[config.mk]
export PLATFORM = sky130hd
export DESIGN_NAME = uart_rx_queue
export DESIGN_NICKNAME = d
export VERILOG_FILES = /design/src/rtl/rxq_pkg.sv /design/src/rtl/rxq_store.sv /design/src/rtl/rxq_idle_timer.sv /design/src/rtl/uart_rx_queue.sv
export SDC_FILE = /design/constraint.sdc
export NUM_CORES = 1
export LEC_CHECK = 0
export ABC_AREA = 1
export BUFFER_PORTS_ARGS = -buffer_cell sky130_fd_sc_hd__buf_2
export CAP_MARGIN = 20
export CORE_ASPECT_RATIO = 1.4
export CORE_MARGIN = 8
export CORE_UTILIZATION = 33
export CTS_BUF_LIST = sky130_fd_sc_hd__clkbuf_4
export DETAILED_ROUTE_END_ITERATION = 10
export PLACE_DENSITY = 0.56
export SYNTH_ARGS = -nofsm -noshare
export SYNTH_HDL_FRONTEND = slang
export SYNTH_HIERARCHICAL = 1
export SYNTH_SLANG_ARGS = --single-unit
[constraint.sdc]
create_clock -name clk -period 3.5 [get_ports clk]
set_clock_uncertainty 0.1 [all_clocks]
set_input_delay 0.525 -clock clk [delete_from_list [all_inputs] [get_ports clk]]
set_output_delay 0.525 -clock clk [all_outputs]
set_load 0.02 [all_outputs]
[src/rtl/rxq_pkg.sv]
package rxq_pkg;

  // advance a ring index by one, wrapping at depth
  function automatic int ring_next(input int idx, input int depth);
    return (idx == depth - 1) ? 0 : idx + 1;
  endfunction

  // oldest held entry: derived from write index and occupancy
  function automatic int ring_head(input int wr_idx, input int held, input int depth);
    return (depth + wr_idx - held) % depth;
  endfunction

  // idle span in baud ticks: four character times
  function automatic int idle_span(input int char_len);
    return char_len * 4;
  endfunction

endpackage

[src/rtl/rxq_store.sv]
module rxq_store #(
  parameter int DEPTH = 8,
  parameter int CW    = $clog2(DEPTH + 1)
) (
  input  logic          clk,
  input  logic          rst_n,
  input  logic          flush,
  input  logic          wr_go,
  input  logic [7:0]    wr_byte,
  input  logic          rd_go,
  output logic [7:0]    rd_byte,
  output logic [CW-1:0] level,
  output logic          wr_taken,
  output logic          ovf_pulse
);
  localparam int PW = (DEPTH > 1) ? $clog2(DEPTH) : 1;

  logic [7:0]    mem [DEPTH];
  logic [PW-1:0] wp;
  logic [CW-1:0] cnt;
  logic [PW-1:0] head;
  logic          full, empty, rd_taken, ovf_evt;

  assign full     = (cnt == CW'(DEPTH));
  assign empty    = (cnt == '0);
  assign head     = PW'(rxq_pkg::ring_head(int'(wp), int'(cnt), DEPTH));
  assign wr_taken = wr_go & ~full & ~flush;
  assign rd_taken = rd_go & ~empty & ~flush;
  assign ovf_evt  = wr_go & full & ~flush;

  always_ff @(posedge clk) begin
    if (wr_taken) mem[wp] <= wr_byte;
  end

  always_ff @(posedge clk or negedge rst_n) begin
    if (!rst_n) begin
      wp        <= '0;
      cnt       <= '0;
      rd_byte   <= '0;
      ovf_pulse <= 1'b0;
    end else begin
      ovf_pulse <= ovf_evt;
      if (flush) begin
        wp  <= '0;
        cnt <= '0;
      end else begin
        if (wr_taken) wp <= PW'(rxq_pkg::ring_next(int'(wp), DEPTH));
        cnt <= cnt + CW'(wr_taken) - CW'(rd_taken);
        if (rd_go) rd_byte <= empty ? 8'h00 : mem[head];
      end
    end
  end

  assign level = cnt;


  ovf_drop_chk: assert property (@(posedge clk) disable iff (!rst_n)
    ovf_pulse |-> ($past(level) == CW'(DEPTH)) && $past(wr_go));


  level_bound_chk: assert property (@(posedge clk) disable iff (!rst_n)
    level <= CW'(DEPTH));


  flush_clear_chk: assert property (@(posedge clk) disable iff (!rst_n)
    flush |=> (level == '0) && !ovf_pulse);


  empty_read_chk: assert property (@(posedge clk) disable iff (!rst_n)
    (rd_go && !flush && !wr_go && level == '0) |=> (rd_byte == 8'h00) && (level == '0));

endmodule

[src/rtl/rxq_idle_timer.sv]
module rxq_idle_timer #(
  parameter int TICK_W = 12,
  parameter int TW     = TICK_W + 2
) (
  input  logic              clk,
  input  logic              rst_n,
  input  logic              restart,
  input  logic              tick,
  input  logic [TICK_W-1:0] char_ticks,
  input  logic              cfg_nz,
  output logic              fire
);
  logic [TW-1:0] remain;
  logic          armed;
  logic [TW-1:0] span;

  assign span = TW'(rxq_pkg::idle_span(int'(char_ticks)));

  always_ff @(posedge clk or negedge rst_n) begin
    if (!rst_n) begin
      remain <= '0;
      armed  <= 1'b0;
      fire   <= 1'b0;
    end else begin
      fire <= 1'b0;
      if (restart) begin
        remain <= span;
        armed  <= 1'b1;
      end else if (armed && tick) begin
        if (remain <= TW'(1)) begin
          armed <= 1'b0;
          fire  <= cfg_nz;
        end else begin
          remain <= remain - TW'(1);
        end
      end
    end
  end


  tmo_cfg_chk: assert property (@(posedge clk) disable iff (!rst_n)
    fire |-> $past(cfg_nz) && $past(armed) && $past(tick));


  restart_quiet_chk: assert property (@(posedge clk) disable iff (!rst_n)
    restart |=> !fire && armed);

endmodule

[src/rtl/uart_rx_queue.sv]
module uart_rx_queue #(
  parameter int DEPTH  = 8,
  parameter int TICK_W = 12,
  parameter int CW     = $clog2(DEPTH + 1)
) (
  input  logic              clk,
  input  logic              rst_n,
  input  logic              rx_on,
  input  logic              rx_off,
  input  logic              flush,
  input  logic              wr_valid,
  input  logic [7:0]        wr_byte,
  input  logic              rd_req,
  input  logic              baud_tick,
  input  logic [TICK_W-1:0] char_ticks,
  input  logic [7:0]        tmo_cfg,
  output logic [7:0]        rd_byte,
  output logic [CW-1:0]     level,
  output logic              ovf_pulse,
  output logic              tmo_pulse
);
  logic take_en, wr_go, rd_go, wr_taken;

  assign take_en = rx_on & ~rx_off;
  assign wr_go   = wr_valid & take_en;
  assign rd_go   = rd_req & take_en;

  rxq_store #(.DEPTH(DEPTH), .CW(CW)) u_store (
    .clk(clk), .rst_n(rst_n), .flush(flush),
    .wr_go(wr_go), .wr_byte(wr_byte), .rd_go(rd_go),
    .rd_byte(rd_byte), .level(level),
    .wr_taken(wr_taken), .ovf_pulse(ovf_pulse)
  );

  rxq_idle_timer #(.TICK_W(TICK_W)) u_timer (
    .clk(clk), .rst_n(rst_n), .restart(wr_taken), .tick(baud_tick),
    .char_ticks(char_ticks), .cfg_nz(tmo_cfg != 8'h00), .fire(tmo_pulse)
  );


  gate_hold_chk: assert property (@(posedge clk) disable iff (!rst_n)
    (!take_en && !flush) |=> $stable(level) && $stable(rd_byte) && !ovf_pulse);


  off_wins_chk: assert property (@(posedge clk) disable iff (!rst_n)
    (rx_off && wr_valid) |-> !wr_taken);

endmodule

* After elaboration in Yosys (flattened, before gate mapping) *
Memories as Yosys holds them, arrays and structs flattened.
Cells that the tools add are included.

storage, ports and cells
  register bits = 32
  memory bits (writable) = 64
  bits of input ports = 36
  output and inout port bits = 14
  word-level logic and storage cells = 56
  memories = 1

memory list
  memory       depth  bits a word  rd ports  clocked after memory_dff  write ports  line             RTL
  u_store.mem  8      8            1         0                         1            rxq_store.sv:18  logic [7:0] mem [DEPTH];

operators by class
  add/subtract/negate cells = 6
  magnitude comparators = 1
  eq/ne operators = 3
  multiplexer cells = 16
  bitwise operators = 13
  reductions and logical operators = 9

operators with widths
  cell                     number
  $mux W14                 3
  $le A14 B1 Y1 const B    1
  $sub A14 B1 Y14 const B  1
  $and A1 B1 Y1            9
  $mux W3                  3
  $mux W1                  8
  $mux W8                  1
  $reduce_bool A8 Y1       1
  $reduce_and A2 Y1        3
  $reduce_bool A2 Y1       3
  $add A4 B1 Y4            1
  $eq A4 B4 Y1 const B     1
  $logic_not A4 Y1         1
  $mux W4                  1
  $not A1 Y1               4
  $sub A4 B1 Y4            1
  $add A1 B3 Y3 const A    1
  $add A3 B1 Y3 const B    1
  $eq A3 B1 Y1 const B     1
  $sub A3 B3 Y3            1
  $ne A2 B2 Y1 const B     1
  $logic_and A1 B1 Y1      1

* Depth between registers and ports, before layout *
Gate-level depths: netlist (run 1).

  word-level depth = 8
  mapped depth = 14
  depth with buffers taken out = 14

* Cells and area by module *
Netlist (run 1), hierarchy kept.

modules (own cells, without submodules)
  module          times used  cells an instance  area an instance (um2)  seq. area each (um2)
  rxq_store       1           319                3,495.9                 2,322.2
  rxq_idle_timer  1           176                1,201.2                 400.4
  uart_rx_queue   1           18                 75.1                    0.0

* Worst setup path after synthesis (run 1) *
No wires, ideal clock.

  path kind = register -> register
  start point = register u_store.cnt[2] (netlist: u_store/level[2])
  end point = register u_store.cnt[2] (netlist: u_store/level[2])
  setup time = 0.119 ns
  arrival = 2.252 ns
  required time = 3.281 ns
  slack = 1.029 ns
  cell stages (with the launch flop) = 13
  buffers on the path = 0
  clock period less this slack = 2.471 ns
  path through = dfrtp_1 inv_1 ha_1 nand2_1 nand2_2 nor2_4 inv_1 ha_1 inv_1 ha_1 fa_1 xnor2_1 nor2_1

between the ends
  cells in the longest elaborated chain, start to end = 7
  elaborated cells on any way between the ends = 11
  those cells by class = add/sub: 2; eq/ne: 1; mux: 1; bitwise: 6; reduce/logical: 1

ends and longest elaborated chain
  item                        line                 RTL
  start: declaration          rxq_store.sv:20      logic [CW-1:0] cnt;
  start signal: assignment    rxq_store.sv:48      cnt <= cnt + CW'(wr_taken) - CW'(rd_taken);
  $eq A4 B4 Y1                rxq_store.sv:24      assign full = (cnt == CW'(DEPTH));
  $not A1 Y1                  rxq_store.sv:27      assign wr_taken = wr_go & ~full & ~flush;
  $and A1 B1 Y1 (2 in a row)  rxq_store.sv:27
  net wr_taken                uart_rx_queue.sv:22  logic take_en, wr_go, rd_go, wr_taken;
  $add A4 B1 Y4               rxq_store.sv:48
  $sub A4 B1 Y4               rxq_store.sv:48
  $mux W4                     rxq_store.sv:43      if (flush) begin

The timed path passes the listed nets, and every way through them passes these cells.
A chain may end at the register's enable or synchronous reset.

* Final worst setup path (run 1) *
  start point = register u_store.wp[0]
  end point = register u_store.rd_byte[7]

between the ends
  cells in the longest elaborated chain, start to end = 4

ends and longest elaborated chain
  item                      line             RTL
  start: declaration        rxq_store.sv:19  logic [PW-1:0] wp;
  start signal: assignment  rxq_store.sv:47  if (wr_taken) wp <= PW'(rxq_pkg::ring_next(int'(wp), DEPTH));
  $add A1 B3 Y3             rxq_pkg.sv:10    return (depth + wr_idx - held) % depth;
  $sub A3 B3 Y3             rxq_pkg.sv:10
  $mem_v2 Z8 W8             -
  $mux W8                   rxq_store.sv:49  if (rd_go) rd_byte <= empty ? 8'h00 : mem[head];
  end signal: assignment    rxq_store.sv:49
  end: declaration          rxq_store.sv:11  output logic [7:0] rd_byte,

No other way between the ends.

==> out/qor.yml, run 1 <==
period_needed_ns: 2.42
dr.pass1.iters: 4
synth_flop_cell: "edfxtp_1"
wl_mm: 10.9
grt_pass1_wl_mm: 17.9
vias: 3560
die_w_um: 118
remaining_drc_errors: 0
synth_fp_nets: 562
wl_met2_mm: 5.70
synth_cell_types: 32
hpwl_mm: 7.91
syn2layout_area_growth_pct: 12.9
critPathRequiredTime_ns: 3.79
period_share: 0.693
powerDensity_nw_per_um2: 595
dr_wl_met3_um: 417
hold_buffers: 0
rsz0062_at_grt: "false"
setup_violations: 0
cts_sinks: 96
drive_gt1_frac: 0.185
numCtsBuffers: 9
wl_met1_mm: 4.54
final_hold_viol_count: 0
final.setup.tns_ns: 0
status: "complete, no violations"
yosysWarnings: 6
timing.fmax_mhz: 412
place.gp.congestion: 0.791
cts_buffer_depth: 2
antenna_cells: 0
coreArea_sq_um: 14300
rr_worst_depth: 10
avgSynthCellArea_sq_um: 9.30
top_level_ports: 50
rows: 52
critPathLaunchType: "flip-flop"
grt_pass1_vias: 3601
track_usage: 0.122
root_buffer: "clkbuf_4"
antenna_found_initial: 1
path_clk_slew_ns: 0.15
final_antenna_net_count: 0
initial_core_util: 0.333
max-cap-violations: 0
finalNetCount: 621
viasPerCell: 4.65
worstPathMaxFanout: 16
whs_ns: 0.0136
ys_seq_area_frac: 0.571
r2r_slack_ns: 1.08
drv_slew: 0
hp-class: "primary input to asynchronous set/reset pin"
top_layer: "met5"
layout_common_cells: "203 x nand2_1, 64 x nand3_1, 64 x edfxtp_1"
critPathArrivalTime_ns: 2.72
io_buffer_count: 49
grt_max_degree: 33
path_class: "flip-flop to flip-flop"
finalPower_mw: 3.21
globalRouteOverflowTotal: 0
wl_per_cell_um: 14.2
cts_resized: 0
slew_headroom: 0.510
synthArstFlopShare: 0.333
endpoint_kind: "flip-flop"
die_h_um: 158
final_common_cell: "nand2_1"
clk_latency_ns: 0.44
postCtsSetupRepairBufs: 0
syn-cell-area_sq_um: 4770
leakagePower_nw: 2.44
syn_inst: 513
synth-edff-count: 64
ir_drop_mv: 0.246
drt_iter0_markers: 103
worst_pin_slew_ns: 0.735
htreeDepth: 3
ys_ff_latch: 96
dieArea_sq_um: 18600
tritoncts: "built"
-- synthesized netlist by cell type (2+ instances only) --
cell type,number,area share
buf_4,5,0.0079
nor2_4,5,0.012
inv_1,37,0.029
nor2_1,35,0.028
buf_6,4,0.0094
nand3_2,9,0.019
buf_2,2,0.0021
nor2_2,2,0.0026
inv_4,2,0.0026
edfxtp_1,64,0.40
inv_2,2,0.0016
o21ai_0,5,0.0052
o21ai_1,4,0.0042
nand2_4,3,0.0071
nor3b_1,3,0.0047
xnor2_1,3,0.0055
nand2_1,203,0.16
nand3_1,64,0.067
dfrtp_1,32,0.17
nand2_2,6,0.0079
ha_1,11,0.029
fa_1,2,0.0084
-- cells by family after synthesis --
| kind of cell | Yosys count | synth area share |
|---|---|---|
| simple gates | 334 | 0.313 |
| flops | 96 | 0.571 |
| buf+inv | 55 | 0.0585 |
| fa+ha+maj | 13 | 0.0372 |
| compound gates | 12 | 0.0157 |
| xor+xnor | 3 | 0.00551 |
-- metrics by stage --
stage / setup WS, ns / area (sq um) / util / cells
floorplan: 1.03 / 4770 / - / 513
global placement: 0.876 / 5230 / 0.365 / 750
detailed placement: 0.834 / 5230 / 0.365 / 750
CTS: 1.03 / 5390 / 0.376 / 766
global route: 0.923 / 5390 / 0.376 / 766
finish: 1.08 / 5390 / 0.376 / 766
-- path summary, 6_finish.rpt --
path,to,startpoint
worst max-delay path,u_store/rd_byte[7],u_store/wp[0]
worst min-delay path,u_timer/remain[13],rst_n
worst max register to register,u_store/rd_byte[7],u_store/wp[0]
worst min register to register,u_timer/armed,u_timer/armed
max in group asynchronous,u_store/rd_byte[2],rst_n
min in group clk,u_timer/remain[12],char_ticks[10]
-- state kept, by name (all words and copies together), names as in the netlist --
name and flops:
u_store/mem 64, u_timer/remain 14, u_store/rd_byte 8, u_store/level 4
u_store/wp 3, u_store/ovf_pulse 1, u_timer/armed 1, u_timer/fire 1
-- layer usage --
layer  GRT usage  vias up
li1            -     1780
met1       0.134     1690
met2       0.224       75
met3      0.0284       13
met4      0.0465        2
met5           0        -
-- worst max-delay path, cell delays in order, from the launching register on --
cell and delay (ns):
dfrtp_1 0.44, inv_1 0.10, ha_1 0.14, inv_1 0.04, fa_1 0.86, inv_4 0.21, nand3_1 0.13, nand2_1 0.12
nand2_1 0.09, nand3_1 0.07, nand2_1 0.07
-- power breakdown --
part,total [mW],leakage [nW],internal (mW),switching (mW)
logic,1.07,1.36,0.366,0.705
clock network,0.668,0.0844,0.291,0.377
registers,1.47,0.994,1.34,0.131
-- final cells by class --
cell class	count	area [sq um]
fillers	1484	8920
flip-flops and latches	96	2720
multi-input cells	362	1770
repair buffers	61	335
well taps	189	236
inverters	42	163
clock inverters	7	93.8
clock buffers	9	67.6
Power figures use the tool's default switching activity.
==> run 2, diff against run 1 <==
==> constraint.sdc (replaced) <==
create_clock -name clk -period 2.3 [get_ports clk]
set_clock_uncertainty 0.1 [all_clocks]
set_input_delay 0.345 -clock clk [delete_from_list [all_inputs] [get_ports clk]]
set_output_delay 0.345 -clock clk [all_outputs]
set_load 0.02 [all_outputs]
==> run 2 against run 1 <==
  * Setup slack got worse by 0.95 ns
  * Sequential cell count did not move
  * Sequential share of layout area fell by 1.3 points
  * First-iteration DRC count rose by 55%
  * Final area rose by 2.7%
  * Sequential power rose by 52%
  * Largest cell class unchanged
  * Largest power group unchanged
==> out/qor.yml, run 2 (same netlist as run 1, synthesis figures left out) <==
status: "complete, no violations"
timing.fmax_mhz: 460
use_met3: 0.0291
regMostFlops: "u_store/mem"
post-place-ws_ns: -0.0226
endpoint_kind: "flip-flop"
slew_headroom: 0.478
finalNetCount: 638
clockPowerShare: 0.166
place_area_sq_um: 5310
dieArea_sq_um: 18600
initial_core_util: 0.333
worstPathMaxFanout: 5
p_sw_frac: 0.389
fillers: 1482
remaining_drc_errors: 0
use_met1: 0.134
viasPerCell: 4.56
wl_mm: 11.0
grt_max_degree: 33
root_buffer: "clkbuf_4"
numCtsBuffers: 9
coreArea_sq_um: 14300
critPathArrivalTime_ns: 2.46
wl_per_cell_um: 14.1
worst_slack_ns: 0.125
globalRouteOverflowTotal: 0
p_seq_frac: 0.478
antenna_found_initial: 1
rsz0062_at_grt: "true"
io_buffer_count: 49
largest_reg_flops: 64
ir_drop_mv: 0.413
reg_top3: "u_store/mem (64), u_timer/remain (14), u_store/rd_byte (8)"
max-cap-violations: 0
final_common_cell: "nand2_1"
critPathRequiredTime_ns: 2.59
path_class: "flip-flop to flip-flop"
drive_gt1_frac: 0.204
cts_buffer_depth: 2
die_w_um: 118
powerDensity_nw_per_um2: 846
p_sw_mw: 1.82
die_h_um: 158
track_usage: 0.126
antenna_cells: 0
final_hold_viol_count: 0
hp-class: "primary input to flip-flop"
tritoncts: "built"
rows: 52
final_antenna_net_count: 0
drv_slew: 0
top_level_ports: 50
setup_violations: 0
final_cells: 783
grt_pass1_vias: 3814
cts_sinks: 96
drt_iter0_markers: 160
whs_ns: 0.0769
path_clk_slew_ns: 0.16
dp.cells: 756
worst_pin_slew_ns: 0.783
finalPower_mw: 4.68
final.setup.tns_ns: 0
grt_util_met2: 0.242
p_comb_frac: 0.356
dr.pass1.iters: 4
vias: 3568
critPathLaunchType: "flip-flop"
syn2layout_area_growth_pct: 16.0
period_needed_ns: 2.18
leakagePower_nw: 2.49
layout.cell_area.non_filler_sq_um: 5530
htreeDepth: 3
period_share: 0.946
layout_common_cells: "202 x nand2_1, 64 x nand3_1, 64 x edfxtp_1"
place.gp.congestion: 0.812
busiest_layer: "met2"
clk_latency_ns: 0.44
hpwl_mm: 7.84
fin_util: 0.387
grt_pass1_wl_mm: 18.5
power.internal_mw: 2.86
run 2: changes by cell type in the layout (fill, tap and decap cells not counted), sizes merged:
cell / change
dlygate4sd3: +10
buf: +7
bufinv: -2
clkinv: +2
inv: -2
clkbuf: +1
clkinvlp: +1
run 2: cell type report:
cell class                      count  area [sq um]  share of cell area
Clock inverter                      6          36.3             0.00656
Inverter                           42           168              0.0303
Timing Repair Buffer               78           500              0.0904
Multi-Input combinational cell    362          1790               0.324
Tap cell                          189           236              0.0427
Clock buffer                       10          75.1              0.0136
Sequential cell                    96          2730               0.492
run 2: path summary, 6_finish.rpt:
check	startpoint	to	slack, ns	depth (start not counted)
max in group asynchronous	rst_n	u_store/level[2]	1.17	2
worst max register to register	u_store/level[2]	u_store/level[1]	0.12	12
worst min register to register	u_store/rd_byte[0]	u_store/rd_byte[0]	0.40	2
min in group asynchronous	rst_n	u_timer/remain[11]	0.39	2
worst max-delay path	u_store/level[2]	u_store/level[1]	0.12	12
worst min-delay path	wr_byte[6]	u_store/mem[0][6]	0.08	1
run 2: power by group through the flow:
stage / Combinational (mW) / Clock [mW] / Sequential, mW
floorplan: 1.21 / 0 / 2.31
global placement: 1.64 / 0 / 2.27
detailed placement: 1.67 / 0 / 2.28
CTS: 1.68 / 0.816 / 2.24
global route: 1.91 / 0.899 / 2.27
finish: 1.67 / 0.780 / 2.24
run 2: what timing repair did:
action                                  4_1_cts  5_1_grt
hold endpoints to repair                     42        1
endpoints found under the setup margin        0        4
hold buffers                                  9        1
buffers inserted                              0        1
resized for setup                             0        3
run 2: layer usage:
layer | wire length, um | share of wire | vias to the layer above
met4 | 129 | 0.012 | 2
met2 | 6110 | 0.55 | 66
met5 | 12 | 0.0011 | -
met1 | 4350 | 0.39 | 1666
met3 | 436 | 0.040 | 13
li1 | - | - | 1821
run 2: worst max-delay path, cell delays in order, from the launching register on:
cell     delay (ns)
dfrtp_2        0.43
inv_4          0.06
ha_4           0.15
nand2_2        0.07
nand2_2        0.07
nor2_4         0.09
inv_1          0.04
ha_1           0.26
inv_1          0.04
ha_2           0.17
fa_2           0.52
inv_1          0.05
nor2_2         0.07
==> run 3, diff against run 2 <==
--- a/config.mk
+++ b/config.mk
@@ -13,8 +13,8 @@
 export CORE_UTILIZATION = 33
 export CTS_BUF_LIST = sky130_fd_sc_hd__clkbuf_4
 export DETAILED_ROUTE_END_ITERATION = 10
+export GPL_TIMING_DRIVEN = 1
 export PLACE_DENSITY = 0.56
 export SYNTH_ARGS = -nofsm -noshare
 export SYNTH_HDL_FRONTEND = slang
-export SYNTH_HIERARCHICAL = 1
 export SYNTH_SLANG_ARGS = --single-unit
==> run 3 against run 2 <==
  * Sequential cell count unchanged
  * Routed wire length decreased by 4.2%
  * Hold slack got worse by 0.015 ns
  * Sequential power decreased by 2%
  * Register-to-register slack about the same
  * Final area decreased by 3.6%
  * Cell count decreased by 6.9%
  * Core utilization decreased by 0.30 points
  * Clock power increased by 18%
  * Global-route usage decreased by 0.38 points
  * Synthesized cell count decreased by 6.6%
  * Largest cell class unchanged
==> out/qor.yml, run 3 <==
status: "complete, no violations"
htreeDepth: 3
synthArstFlopShare: 0.333
die_w_um: 117
finalNetCount: 587
ys_top_cells_by_area: "edfxtp_1 41%, dfrtp_1 17%, nand2_1 8.7%"
vias: 3431
syn_inst: 479
critPathRequiredTime_ns: 2.56
layout_common_cells: "109 x nand2_1, 67 x nor2_1, 64 x edfxtp_1"
leakagePower_nw: 2.24
place_area_sq_um: 5170
fillers: 1463
hpwl_mm: 7.31
tritoncts: "built"
hold_depth: 3
layout.cell_area.non_filler_sq_um: 5340
synth.most_common_cell: "nand2_1"
max-cap-violations: 0
syn-cell-area_sq_um: 4690
final.setup.tns_ns: 0
rr_worst_depth: 9
path_class: "flip-flop to flip-flop"
grt_pass1_vias: 3397
io_buffer_count: 49
critPathArrivalTime_ns: 2.43
ys_ff_latch: 96
wl_mm: 10.6
initial_core_util: 0.337
grt_max_degree: 33
dr.pass1.iters: 4
final_common_cell: "nand2_1"
coreArea_sq_um: 13900
root_buffer: "clkbuf_4"
viasPerCell: 4.71
regMostFlops: "u_store.mem"
final_hold_viol_count: 0
place.gp.congestion: 0.862
critPathLaunchType: "flip-flop"
slew_headroom: 0.444
powerDensity_nw_per_um2: 878
numCtsBuffers: 9
syn2layout_area_growth_pct: 13.8
die_h_um: 157
hp-class: "primary input to flip-flop"
drv_slew: 0
period_share: 0.944
synth_top_area_frac: 0.410
antenna_found_initial: 1
rsz0062_at_grt: "false"
path_clk_slew_ns: 0.16
synth_flop_cell: "edfxtp_1"
r2r-end: "u_store.level[2]"
worst_pin_slew_ns: 0.834
synth_fp_nets: 528
synthTopCellsByCount: "109 x nand2_1, 67 x nor2_1, 64 x edfxtp_1, 47 x nand3_1, 33 x inv_1"
drive_gt1_frac: 0.212
clk_latency_ns: 0.44
yosysWarnings: 0
r2r_slack_ns: 0.13
hp-start: "wr_valid"
dieArea_sq_um: 18300
period_needed_ns: 2.17
synth_cell_types: 35
ir_drop_mv: 0.367
rows: 51
largest_reg_flops: 64
cts_buffer_depth: 2
globalRouteOverflowTotal: 0
drt_iter0_markers: 127
synth-edff-count: 64
wl_per_cell_um: 14.5
cts_sinks: 96
worstPathMaxFanout: 4
grt_pass1_wl_mm: 17.0
rr_startpoint: "u_store.level[2]"
track_usage: 0.122
timing.fmax_mhz: 460
remaining_drc_errors: 0
top_level_ports: 50
endpoint_kind: "flip-flop"
reg_top3: "u_store.mem (64), u_timer.remain (14), u_store.rd_byte (8)"
ys_seq_area_frac: 0.580
whs_endpoint: "u_store.ovf_pulse"
yosysTopAreaCell: "edfxtp_1"
final_antenna_net_count: 0
avgSynthCellArea_sq_um: 9.79
setup_violations: 0
run 3: layout make-up:
type	count	area, sq um	area share
inverters	40	154	0.0288
clock buffers	10	75.1	0.0141
clock inverters	6	67.6	0.0127
well taps	185	231	0.0434
repair buffers	65	370	0.0694
diodes	1	2.50	0.000469
multi-input cells	326	1710	0.321
flip-flops and latches	96	2720	0.510
run 3: worst max-delay path: stages (launching register included):
cell     delay, ns
dfrtp_1       0.42
inv_1         0.14
ha_1          0.22
a31oi_4       0.10
ha_1          0.29
inv_1         0.04
ha_1          0.19
fa_1          0.38
xnor2_1       0.16
nor2_1        0.05
run 3: cell families after synthesis:
kind of cell	count (synthesis)	synth area share
flops	96	0.580
xor+xnor	3	0.00560
buf+inv	57	0.0565
compound gates	51	0.0635
simple gates	259	0.256
fa+ha+maj	13	0.0379
run 3: power breakdown:
part	internal, mW	switching [mW]
logic	0.544	1.03
registers	2.03	0.159
clock network	0.349	0.571
total	2.92	1.76
run 3: routing by layer:
metal / vias up / GRT usage / wire length (um)
met5: - / 0 / 0
met4: 0 / 0.0441 / 146
met3: 12 / 0.0230 / 306
met2: 46 / 0.225 / 5810
met1: 1661 / 0.134 / 4310
li1: 1712 / - / -
run 3: what timing repair did:
action,in CTS,in global routing
hold buffers,2,0
endpoints found under the setup margin,0,8
hold endpoints to repair,36,0
setup buffers,0,0
resized for setup,0,1
run 3: how the worst max path moves through the flow:
| stage | start | to | cells past startpoint |
|---|---|---|---|
| floorplan | u_store.level[2] | u_store.level[1] | 9 |
| global placement | u_store.level[2] | u_store.level[2] | 9 |
| detailed placement | u_store.wp[0] | u_store.rd_byte[7] | 7 |
| CTS | u_store.wp[0] | u_store.rd_byte[7] | 7 |
| global route | u_store.level[2] | u_store.level[2] | 9 |
| finish | u_store.level[2] | u_store.level[2] | 9 |
run 3: metrics by stage:
step / hold WS [ns] / setup WS, ns / std cells / power (mW) / util
6_report: 0.0620 / 0.128 / 729 / 4.68 / 0.384
5_1_grt: 0.0356 / 0.0199 / 729 / 5.05 / 0.384
4_1_cts: 0.0133 / 0.108 / 728 / 4.75 / 0.383
3_5_place_dp: 0.375 / 0.140 / 710 / 3.82 / 0.371
3_3_place_gp: 0.370 / 0.166 / 710 / 3.79 / 0.371
2_1_floorplan: -0.0506 / 0.0616 / 479 / 3.44 / -
